===== src/rtl/prom_rd_pkg.sv =====
package prom_rd_pkg;
  typedef enum logic [1:0] {
    ST_SEARCH = 2'd0,
    ST_WAIT   = 2'd1,
    ST_BYTE   = 2'd2
  } rd_state_e;

  function automatic int half_period(input int clk_mhz, input int prom_mhz);
    return (clk_mhz + 2 * prom_mhz - 1) / (2 * prom_mhz);
  endfunction
endpackage


===== src/rtl/prom_clk_div.sv =====
module prom_clk_div #(
  parameter int HALF = 3
) (
  input  logic clk_i,
  input  logic rst_ni,
  input  logic clr_i,
  input  logic run_i,
  output logic sclk_o,
  output logic rise_o
);
  localparam int CW = (HALF > 1) ? $clog2(HALF) : 1;

  logic [CW-1:0] cnt_q;
  logic          wrap;

  assign wrap   = run_i && (cnt_q == CW'(HALF - 1));
  assign rise_o = wrap && !sclk_o;

  always_ff @(posedge clk_i or negedge rst_ni) begin
    if (!rst_ni) begin
      cnt_q  <= '0;
      sclk_o <= 1'b0;
    end else if (clr_i) begin
      cnt_q  <= '0;
      sclk_o <= 1'b0;
    end else if (run_i) begin
      if (wrap) begin
        cnt_q  <= '0;
        sclk_o <= ~sclk_o;
      end else begin
        cnt_q <= cnt_q + 1'b1;
      end
    end
  end

  AST_RISE_GOES_HIGH: assert property (@(posedge clk_i) disable iff (!rst_ni)
    (rise_o && !clr_i) |=> sclk_o);
endmodule


===== src/rtl/prom_sync_detect.sv =====
module prom_sync_detect #(
  parameter int W = 32
) (
  input  logic         clk_i,
  input  logic         rst_ni,
  input  logic         clr_i,
  input  logic         shift_i,
  input  logic         bit_i,
  input  logic [W-1:0] pattern_i,
  output logic         hit_o
);
  localparam int FW = $clog2(W) + 1;

  logic [W-2:0]  win_q;
  logic [W-1:0]  win_nxt;
  logic [FW-1:0] fill_q;
  logic          full_nxt;

  assign win_nxt  = {win_q, bit_i};
  assign full_nxt = (fill_q >= FW'(W - 1));
  assign hit_o    = shift_i && full_nxt && (win_nxt == pattern_i);

  always_ff @(posedge clk_i or negedge rst_ni) begin
    if (!rst_ni) begin
      win_q  <= '0;
      fill_q <= '0;
    end else if (clr_i) begin
      win_q  <= '0;
      fill_q <= '0;
    end else if (shift_i) begin
      win_q <= win_nxt[W-2:0];
      if (fill_q != FW'(W)) fill_q <= fill_q + 1'b1;
    end
  end

  AST_NO_HIT_AFTER_CLR: assert property (@(posedge clk_i) disable iff (!rst_ni)
    clr_i |=> !hit_o);
endmodule


===== src/rtl/prom_byte_shift.sv =====
module prom_byte_shift #(
  parameter int BW = 8
) (
  input  logic          clk_i,
  input  logic          rst_ni,
  input  logic          start_i,
  input  logic          shift_i,
  input  logic          bit_i,
  output logic          done_o,
  output logic [BW-1:0] byte_o
);
  localparam int CW = $clog2(BW);

  logic [BW-2:0] sr_q;
  logic [CW-1:0] cnt_q;

  assign byte_o = {sr_q, bit_i};
  assign done_o = shift_i && (cnt_q == CW'(BW - 1));

  always_ff @(posedge clk_i or negedge rst_ni) begin
    if (!rst_ni) begin
      sr_q  <= '0;
      cnt_q <= '0;
    end else if (start_i) begin
      cnt_q <= '0;
    end else if (shift_i) begin
      sr_q  <= byte_o[BW-2:0];
      cnt_q <= done_o ? '0 : cnt_q + 1'b1;
    end
  end

  AST_START_NO_DONE: assert property (@(posedge clk_i) disable iff (!rst_ni)
    (start_i && !shift_i) |=> !done_o);
endmodule


===== src/rtl/prom_reader.sv =====
module prom_reader
  import prom_rd_pkg::*;
#(
  parameter int LEN_LOG2 = 5,
  parameter int CLK_MHZ  = 50,
  parameter int PROM_MHZ = 10
) (
  input  logic                       clk_i,
  input  logic                       rst_ni,
  input  logic                       restart_i,
  input  logic                       rd_ni,
  input  logic                       next_sync_ni,
  input  logic                       din_i,
  input  logic [(1<<LEN_LOG2)-1:0]   sync_pattern_i,
  output logic                       prom_clk_o,
  output logic                       prom_rst_o,
  output logic                       sync_no,
  output logic                       data_ready_no,
  output logic [7:0]                 dout_o
);
  localparam int PAT_W = 1 << LEN_LOG2;
  localparam int HALF  = half_period(CLK_MHZ, PROM_MHZ);

  rd_state_e  state_q, state_d;
  logic       tick, hit, done, run;
  logic       det_clr, byte_start;
  logic [7:0] byte_w;

  // clock only runs while scanning/shifting, or to finish a high phase
  assign run = !prom_rst_o && !restart_i && ((state_q != ST_WAIT) || prom_clk_o);

  assign det_clr    = restart_i || ((state_q == ST_WAIT) && !next_sync_ni);
  assign byte_start = (state_q == ST_WAIT) && !rd_ni && next_sync_ni;

  prom_clk_div #(.HALF(HALF)) u_div (
    .clk_i  (clk_i),
    .rst_ni (rst_ni),
    .clr_i  (restart_i),
    .run_i  (run),
    .sclk_o (prom_clk_o),
    .rise_o (tick)
  );

  prom_sync_detect #(.W(PAT_W)) u_det (
    .clk_i     (clk_i),
    .rst_ni    (rst_ni),
    .clr_i     (det_clr),
    .shift_i   (tick && (state_q == ST_SEARCH)),
    .bit_i     (din_i),
    .pattern_i (sync_pattern_i),
    .hit_o     (hit)
  );

  prom_byte_shift #(.BW(8)) u_byte (
    .clk_i   (clk_i),
    .rst_ni  (rst_ni),
    .start_i (byte_start),
    .shift_i (tick && (state_q == ST_BYTE)),
    .bit_i   (din_i),
    .done_o  (done),
    .byte_o  (byte_w)
  );

  always_comb begin
    state_d = state_q;
    unique case (state_q)
      ST_SEARCH: if (hit) state_d = ST_WAIT;
      ST_WAIT: begin
        if (!next_sync_ni) state_d = ST_SEARCH;
        else if (!rd_ni)   state_d = ST_BYTE;
      end
      ST_BYTE:   if (done) state_d = ST_WAIT;
      default:   state_d = ST_SEARCH;
    endcase
    if (restart_i) state_d = ST_SEARCH;
  end

  always_ff @(posedge clk_i or negedge rst_ni) begin
    if (!rst_ni) begin
      state_q       <= ST_SEARCH;
      prom_rst_o    <= 1'b1;
      sync_no       <= 1'b1;
      data_ready_no <= 1'b1;
      dout_o        <= '0;
    end else begin
      state_q       <= state_d;
      prom_rst_o    <= restart_i;
      sync_no       <= !(hit && !restart_i);
      data_ready_no <= !(done && !restart_i);
      if (done && !restart_i) dout_o <= byte_w;
    end
  end

  AST_SYNC_ONE_CYCLE: assert property (@(posedge clk_i) disable iff (!rst_ni)
    !sync_no |=> sync_no);
  AST_READY_ONE_CYCLE: assert property (@(posedge clk_i) disable iff (!rst_ni)
    !data_ready_no |=> data_ready_no);
  AST_PROM_RST_FOLLOWS: assert property (@(posedge clk_i) disable iff (!rst_ni)
    restart_i |=> prom_rst_o);
  AST_CLK_HELD: assert property (@(posedge clk_i) disable iff (!rst_ni)
    (state_q == ST_WAIT && !prom_clk_o && rd_ni && next_sync_ni && !restart_i)
      |=> !prom_clk_o);
  AST_NO_READY_SEARCH: assert property (@(posedge clk_i) disable iff (!rst_ni)
    (state_q == ST_SEARCH) |=> data_ready_no);
  AST_DOUT_HOLD: assert property (@(posedge clk_i) disable iff (!rst_ni)
    (state_q != ST_BYTE) |=> $stable(dout_o));
endmodule


===== config.mk =====
export PLATFORM = sky130hd
export DESIGN_NAME = prom_reader
export DESIGN_NICKNAME = d
export VERILOG_FILES = /design/src/rtl/prom_rd_pkg.sv /design/src/rtl/prom_clk_div.sv /design/src/rtl/prom_sync_detect.sv /design/src/rtl/prom_byte_shift.sv /design/src/rtl/prom_reader.sv
export SDC_FILE = /design/constraint.sdc
export NUM_CORES = 1
export LEC_CHECK = 0
export ABC_AREA = 0
export CAP_MARGIN = 25
export CORE_UTILIZATION = 35
export CTS_BUF_LIST = sky130_fd_sc_hd__clkbuf_4
export CTS_CLUSTER_SIZE = 25
export DETAILED_ROUTE_END_ITERATION = 10
export PLACE_DENSITY = 0.65
export SYNTH_ARGS = -nofsm -noshare
export SYNTH_HDL_FRONTEND = slang
export SYNTH_HIERARCHICAL = 1
export SYNTH_SLANG_ARGS = --single-unit

===== constraint.sdc =====
create_clock -name clk_i -period 4.2 [get_ports clk_i]
set_input_delay 0.84 -clock clk_i [delete_from_list [all_inputs] [get_ports clk_i]]
set_output_delay 0.84 -clock clk_i [all_outputs]
set_load 0.03 [all_outputs]

==> qor.yml, run 1 <==
cp.depth: 10
crit_required_ns: 4.51
setup_viol: 0
cp.arrival_ns: 3.34
hold_viol: 0
slew_headroom_pct: 55.5
slowest_stage: "nor3b_2"
finalSetupTns_ns: 0
die_area_um2: 9380
skew_ns: 0.0182
drive_gt1_share_pct: 14.2
post-dp-hpwl_mm: 4.47
clkTransAtPathRegs_ns: 0.12
status: "finished, final reports clean"
ys_warn_count: 6
worstSetupPathType: "in -> reg"
die_x_um: 96.9
row_count: 34
cts_tree: "built"
synth_cell_type_count: 43
critPathMaxFanout: 12
use_met1_pct: 19.6
clock-sinks: 63
slew_viol_final: 0
antenna_found_initial: 0
power_w: 0.00116
num_antenna_cells: 0
synth_area_um2: 3150
grt_usage_pct: 14.0
hold_ws_ns: 0.453
r2r_start: "state_q[1]"
grt_max_degree: 38
final_common_cell: "dfrtp_1"
rsz0062_at_grt: "no"
synthToLayoutAreaGrowth_pct: 23.4
final_cell_mix: "60 x dfrtp_1, 48 x clkdlybuf4s50_1, 40 x nor2_1"
fmax_mhz: 329
met2_usage_pct: 20.0
crit_buf_inv: 2
seq_area_frac_synth_pct: 50.2
max_stage_delay_ns: 0.47
start_util_pct: 36.1
wl_mm: 6.21
cts_buffers: 9
post_cts_resized: 0
grt_pass1_wl_mm: 10.2
clockBufferDepth: 2
path_cells: "clkdlybuf4s50_1 -> buf_4 -> nor3_1 -> nand3b_1 -> nor2_1 -> nor3b_2 -> nand4_1 -> nor3_2 -> mux2i_1 -> o32ai_1"
drt_iter0_markers: 61
io_buffer_count: 49
clk_latency_ns: 0.41
end_kind: "register"
ys_ff_latch: 63
busiest_layer: "met2"
p_leak_nw: 1.74
drt_pass1_iterations: 4
clockRootBuffer: "clkbuf_4"
async_flop_share_pct: 100
hold_class: "in -> async"
synth-edff-count: 0
final.period_utilization_pct: 72.3
drc_errors: 0
critical_path.top_delay_family: "simple AND/OR/NAND/NOR gates"
ioPinCount: 50
core-area_um2: 8720
startpoint: "restart_i"
netlist_instances: 264
synth_fp_nets: 306
gp_congestion: 0.859
ant_nets: 0
final_area_um2: 3890
grt_pass1_vias: 2072
grt_overflow: 0
num_vias: 2061
wire_per_inst_um: 14.4
ir_drop_v: 0.000115
r2r_cells: 9
start_kind: "input port"
worstMarginPinSlew_ns: 0.668
period_minus_slack_ns: 3.04
maxCapViolCount: 0
grt_use_met3_pct: 3.68
synth_ff_type: "dfrtp_1"
avgViaCountPerCell: 4.78
fin_nets: 360
hold_buffers: 0
synth_area_per_cell_um2: 11.9
cellPowerDensity_nw_per_um2: 298
die_h_um: 96.9
placed_cell_area_um2: 3730
h-tree-depth: 3
post_cts_buffers: 0
==> state kept, by name, indices dropped and copies added, names as in the netlist, 2 cells and up <==
name          flops
dout_o            8
state_q           2
u_byte/cnt_q      3
u_byte/sr_q       7
u_det/fill_q      6
u_det/win_q      31
u_div/cnt_q       2
==> synth_stat cells (2+ instances only) <==
library cell / number / area share, %
nand2_1: 6 / 0.71
buf_6: 3 / 1.1
nand3_1: 2 / 0.32
mux2i_1: 33 / 10
nand4_1: 3 / 0.60
nor4_1: 8 / 1.6
mux2_4: 15 / 7.1
o21ai_0: 3 / 0.48
buf_4: 5 / 1.2
nor3b_1: 4 / 0.95
xor2_1: 33 / 9.2
a21oi_1: 4 / 0.64
buf_1: 2 / 0.24
dfstp_2: 3 / 2.5
nor2_1: 40 / 4.8
nor3_1: 2 / 0.32
inv_1: 4 / 0.48
dfrtp_1: 60 / 48
nand2b_1: 3 / 0.60
nand3b_1: 3 / 0.71
ha_1: 4 / 1.6
nor2b_1: 3 / 0.60
==> report_power, final <==
part	switching [W]	internal [W]	leakage [nW]	total, W
Combinational	0.0000406	0.0000446	0.788	0.0000852
Clock	0.000228	0.000236	0.0786	0.000464
Sequential	0.00000131	0.000608	0.869	0.000610
Total	0.000269	0.000889	1.74	0.00116
==> cell type report <==
type                            count  area [um^2]
Fill cell                         798         4830
Sequential cell                    63         1580
Multi-Input combinational cell    184         1470
Timing Repair Buffer               55          531
Tap cell                          108          135
Clock inverter                      7         87.6
Clock buffer                        9         67.6
Inverter                            5         18.8
==> cell families (layout without fill, tap and decap cells) <==
group | Yosys count | after routing | share of synthesized area, %
compound gates | 13 | 13 | 2.90
xor+xnor | 34 | 34 | 9.45
fa+ha+maj | 4 | 4 | 1.59
buf+inv | 17 | 76 | 3.38
flops | 63 | 63 | 50.2
mux | 49 | 49 | 18.0
simple gates | 84 | 84 | 14.5
==> through the flow <==
stage                     util (%)  worst slack [ns]  instances
after detailed placement      42.8             0.762        415
after CTS                     44.6              1.17        431
after floorplan                  -              1.58        264
after global routing          44.6             0.823        431
final                         44.6              1.16        431
after global placement        42.8             0.874        415
==> final timing paths <==
| check | to | slack, ns |
|---|---|---|
| max | state_q[0] | 1.16 |
| min | u_det/win_q[21] | 0.45 |
| max reg2reg | state_q[0] | 1.57 |
| min reg2reg | dout_o[7] | 0.51 |
| max in group asynchronous | prom_rst_o | 2.80 |
| min in group clk_i | dout_o[7] | 0.51 |
==> metal layers <==
layer  share of wire, %  vias up
li1                   -     1007
met1                 50      990
met2                 44       55
met3                4.5        9
met4                1.4        0
met5                  0        -
Power figures use the tool's default switching activity.
==> run 2: changes to the inputs <==
==> constraint.sdc (replaced) <==
create_clock -name clk_i -period 3.1 [get_ports clk_i]
set_input_delay 0.62 -clock clk_i [delete_from_list [all_inputs] [get_ports clk_i]]
set_output_delay 0.62 -clock clk_i [all_outputs]
set_load 0.03 [all_outputs]
==> run 2 against run 1 <==
  * First-iteration DRC count increased by 21%
  * Sequential share of layout area decreased by 0.10 points
  * Flip-flop and latch count is the same
  * Largest cell class unchanged
  * Critical path type unchanged
  * Non-clock buffer count rose by 2
  * Clock-buffer cell count up 1
  * Critical endpoint is now u_det/fill_q[5]
==> qor.yml, run 2 (synthesis gave the netlist of run 1 again) <==
status: "finished, final reports clean"
r2r_start: "state_q[0]"
wire_per_inst_um: 14.2
period_minus_slack_ns: 2.41
grt_usage_pct: 14.1
met1Wirelength_mm: 3.02
hold_class: "in -> async"
clockRootBuffer: "clkbuf_4"
fmax_mhz: 416
row_count: 34
die_area_um2: 9380
synthToLayoutAreaGrowth_pct: 23.7
clk_latency_ns: 0.40
hold_viol: 0
dpl.cell_count: 417
ant_nets: 0
path_cells: "clkdlybuf4s50_1 -> nor3_1 -> nand3b_1 -> nor2_1 -> nor3b_2 -> buf_12 -> nand4_2 -> or3_1 -> a21oi_1"
core-area_um2: 8720
gp_congestion: 0.747
final_cell_mix: "60 x dfrtp_1, 48 x clkdlybuf4s50_1, 40 x nor2_1"
start_kind: "input port"
drt_pass1_iterations: 4
max_stage_delay_ns: 0.42
die_h_um: 96.9
crit_buf_inv: 2
power_w: 0.00148
r2r_slack_ns: 0.73
grt_overflow: 0
worstSetupPathType: "in -> reg"
rsz0062_at_grt: "no"
wl_mm: 6.14
highest_layer: "met4"
drc_errors: 0
slew_viol_final: 0
r2r_cells: 9
timing.final.ws_setup_ns: 0.694
grt_pass1_vias: 2139
slowest_stage: "clkdlybuf4s50_1"
r2r-end: "u_det/fill_q[5]"
fin_nets: 362
post-dp-hpwl_mm: 4.47
critPathMaxFanout: 25
cellPowerDensity_nw_per_um2: 379
clock-sinks: 63
antenna_found_initial: 0
n_fill_cell: 832
reg.largest.list: "u_det/win_q (31), dout_o (8), u_byte/sr_q (7)"
met3_length_um: 261
setup_viol: 0
post_cts_buffers: 0
dp_slack_ns: 0.260
finalSetupTns_ns: 0
critical_path.top_delay_family: "simple AND/OR/NAND/NOR gates"
final_common_cell: "dfrtp_1"
end_kind: "register"
maxCapViolCount: 0
regMostFlops: "u_det/win_q"
slew_headroom_pct: 51.1
cp.arrival_ns: 2.73
ioPinCount: 50
skew_ns: 0.00916
cts_tree: "built"
grt_pass1_wl_mm: 10.4
cts_buffers: 9
num_vias: 2068
die_x_um: 96.9
hold_buffers: 0
startpoint: "restart_i"
worstMarginPinSlew_ns: 0.734
endpoint: "u_det/fill_q[5]"
drive_gt1_share_pct: 14.8
start_util_pct: 36.1
largest_reg_flops: 31
io_buffer_count: 49
num_antenna_cells: 0
h-tree-depth: 3
cp.depth: 9
crit_required_ns: 3.43
grt_max_degree: 37
final.period_utilization_pct: 77.6
clkTransAtPathRegs_ns: 0.10
post_cts_resized: 0
clockBufferDepth: 2
avgViaCountPerCell: 4.79
stdcell_count: 432
wl_met2_mm: 2.75
ir_drop_v: 0.000162
drt_iter0_markers: 74
p_leak_nw: 1.74
fin_util_pct: 44.7
## run 2: cell types whose count changed in the layout (fill, tap and decap cells not counted)
cell and change:
buf_12 +2, bufinv_16 -1, clkbuf_4 +1, clkinv_1 -1, clkinv_2 +1, clkinv_4 -1
## run 2: per-stage QoR
| stage | hold slack, ns | instance area (um^2) |
|---|---|---|
| after floorplan | 0.324 | 3150 |
| after global placement | 0.494 | 3770 |
| after detailed placement | 0.493 | 3770 |
| after CTS | 0.267 | 3900 |
| after global routing | 0.288 | 3900 |
| final | 0.261 | 3900 |
## run 2: routing by layer
layer / vias to the layer above / global-route usage (%)
met1: 978 / 19.1
met4: 0 / 5.51
met5: - / 0
met3: 11 / 3.83
li1: 1022 / -
met2: 57 / 21.4
## run 2: how the worst min path moves through the flow
stage,from,endpoint,slack [ns],depth (start not counted)
floorplan,rst_ni,dout_o[0],0.32,0
global placement,u_byte/cnt_q[2],u_byte/cnt_q[2],0.49,1
detailed placement,u_byte/cnt_q[2],u_byte/cnt_q[2],0.49,1
CTS,rst_ni,u_det/win_q[11],0.27,1
global route,rst_ni,u_det/win_q[27],0.29,1
finish,rst_ni,u_det/win_q[15],0.26,1
## run 2: layout make-up
type                    count  area [um^2]  share of cell area, %
flip-flops and latches     63         1580                   40.5
well taps                 108          135                   3.47
clock inverters             5         50.0                   1.28
inverters                   5         18.8                  0.481
multi-input cells         184         1470                   37.7
clock buffers              10         75.1                   1.93
repair buffers             57          571                   14.6
## run 2: report_power, final
group,switching [W],internal [W],total (W)
Combinational,0.0000550,0.0000635,0.000119
Clock,0.000288,0.000244,0.000532
Sequential,0.00000180,0.000824,0.000826
Total,0.000345,0.00113,0.00148
==> run 3: changes to the inputs <==
--- a/config.mk
+++ b/config.mk
@@ -11,7 +11,7 @@
 export CTS_BUF_LIST = sky130_fd_sc_hd__clkbuf_4
 export CTS_CLUSTER_SIZE = 25
 export DETAILED_ROUTE_END_ITERATION = 10
-export PLACE_DENSITY = 0.65
+export PLACE_DENSITY = 0.67
 export SYNTH_ARGS = -nofsm -noshare
 export SYNTH_HDL_FRONTEND = slang
 export SYNTH_HIERARCHICAL = 1
==> constraint.sdc (replaced) <==
create_clock -name clk_i -period 2.03 [get_ports clk_i]
set_input_delay 0.406 -clock clk_i [delete_from_list [all_inputs] [get_ports clk_i]]
set_output_delay 0.406 -clock clk_i [all_outputs]
set_load 0.03 [all_outputs]
==> run 3 against run 2 <==
  * The run now ends with negative setup slack left
  * Via count is 6.1% higher
  * Global-route usage increased by 0.39 points
  * Clock power grew 39%
  * Worst setup slack worse by 0.86 ns
  * Sequential power rose by 53%
  * Core utilization is 3.8 points higher
  * Clock skew shrank 0.0021 ns
  * Routed wire length up 9.5%
  * First-iteration DRC count rose by 22%
  * Final cell count grew 5.8%
  * Total power is 49% higher
  * Highest routed layer unchanged
==> qor.yml, run 3 (synthesis gave the netlist of run 1 again) <==
dp_slack_ns: -0.430
grt_max_degree: 64
grt_usage_pct: 14.5
skew_ns: 0.00704
seqPwrFrac_pct: 57.5
grt_pass1_wl_mm: 10.7
final_common_cell: "dfrtp_1"
num_antenna_cells: 0
cellPowerDensity_nw_per_um2: 519
timing.final.ws_setup_ns: -0.163
drt_iter0_markers: 90
final.period_utilization_pct: 108
startpoint: "state_q[0]"
start_util_pct: 36.1
ioPinCount: 50
finalSetupTns_ns: -5.65
clkTransAtPathRegs_ns: 0.11
drive_gt1_share_pct: 23.8
violations: "negative setup slack"
synthToLayoutAreaGrowth_pct: 34.3
cts_buffers: 9
wire_per_inst_um: 14.7
placed_cell_area_um2: 3940
p_leak_nw: 1.90
power_w: 0.00220
avgViaCountPerCell: 4.80
row_count: 34
r2r-end: "u_det/fill_q[5]"
status: "finished, violations left"
clockBufferDepth: 2
maxCapViolCount: 0
rsz0062_at_grt: "yes"
core-area_um2: 8720
power_frac_clock_pct: 33.7
combPwrFrac_pct: 8.9
clockRootBuffer: "clkbuf_4"
endpoint: "u_det/fill_q[5]"
cp.arrival_ns: 2.52
num_vias: 2195
die_x_um: 96.9
period_minus_slack_ns: 2.19
hold_viol: 0
fin_nets: 386
die_area_um2: 9380
drc_errors: 0
crit_required_ns: 2.36
antenna_found_initial: 0
gp_congestion: 0.760
p_sw_share_pct: 26.3
start_kind: "register"
slew_viol_final: 0
io_buffer_count: 49
final_area_um2: 4230
h-tree-depth: 3
slew_headroom_pct: 73.9
final_cell_mix: "59 x dfrtp_1, 45 x clkdlybuf4s50_1, 39 x nor2_1"
grt_overflow: 0
p_switching_w: 0.000578
worstSetupPathType: "reg -> reg"
ant_nets: 0
reg.largest.list: "u_det/win_q (31), dout_o (8), u_byte/sr_q (7)"
fmax_mhz: 456
r2r_cells: 10
worstMarginPinSlew_ns: 0.387
critPathMaxFanout: 3
wl_mm: 6.73
r2r_slack_ns: -0.16
end_kind: "register"
ir_drop_v: 0.000307
die_h_um: 96.9
largest_reg_flops: 31
clock-sinks: 63
r2r_start: "state_q[0]"
cts_tree: "built"
p_int_w: 0.00162
hold_class: "in -> async"
clk_latency_ns: 0.40
post-dp-hpwl_mm: 4.57
drt_pass1_iterations: 4
regMostFlops: "u_det/win_q"
grt_pass1_vias: 2211
setup_viol: 53
run 3: cell types whose count changed in the layout (fill, tap and decap cells not counted), sizes merged:
cell           change
clkbuf             +2
dlygate4sd3        +1
dlygate4sd2        +3
buf               +20
clkinv             +2
clkdlybuf4s50      -3
inv                +1
bufinv             -1
run 3: power by group through the flow:
stage | clock, W | combinational, W | sequential, W
floorplan | 0 | 0.0000506 | 0.00129
global placement | 0 | 0.000191 | 0.00129
detailed placement | 0 | 0.000192 | 0.00129
CTS | 0.000771 | 0.000193 | 0.00126
global route | 0.000821 | 0.000212 | 0.00126
finish | 0.000740 | 0.000195 | 0.00126
run 3: worst min-delay path by stage:
| stage | from | to |
|---|---|---|
| after detailed placement | rst_ni | u_det/win_q[12] |
| after floorplan | rst_ni | dout_o[0] |
| final | rst_ni | u_det/win_q[12] |
| after global placement | rst_ni | u_det/win_q[12] |
| after CTS | rst_ni | u_det/win_q[12] |
| after global routing | rst_ni | u_det/win_q[12] |
run 3: critical path: stages, from the launching register on:
cell	delay [ns]
dfrtp_1	0.40
nor3b_2	0.17
nor3_2	0.22
nand3b_1	0.15
nor2_2	0.14
nor3b_4	0.24
buf_12	0.13
buf_4	0.12
nand4_4	0.10
or3_1	0.31
a21oi_1	0.14
run 3: through the flow:
step           hold WS [ns]  util, %  instances
6_report              0.526     48.5        457
5_1_grt               0.535     48.5        457
4_1_cts               0.523     46.8        450
3_5_place_dp          0.451     45.1        431
3_3_place_gp          0.443     45.1        431
2_1_floorplan         0.110        -        264
run 3: final cells by class:
cell class / count / area [um^2]
clock inverter: 7 / 48.8
fill: 782 / 4490
sequential: 63 / 1580
multi-input combinational: 184 / 1520
tap: 108 / 135
clock buffer: 9 / 67.6
timing repair buffer: 81 / 863
inverter: 5 / 18.8
run 3: layer usage:
layer,GRT usage [%],wire length [um]
met1,19.1,3030
met2,22.2,3250
met3,3.97,295
met4,6.66,154
met5,0,0
run 3: what timing repair did:
action / 4_1_cts / 5_1_grt
hold buffers: 1 / 0
gates resized for setup: 5 / 10
endpoints found under the hold margin: 37 / 0
cloned: 0 / 4
setup buffers: 2 / 3
endpoints found under the setup margin: 32 / 55
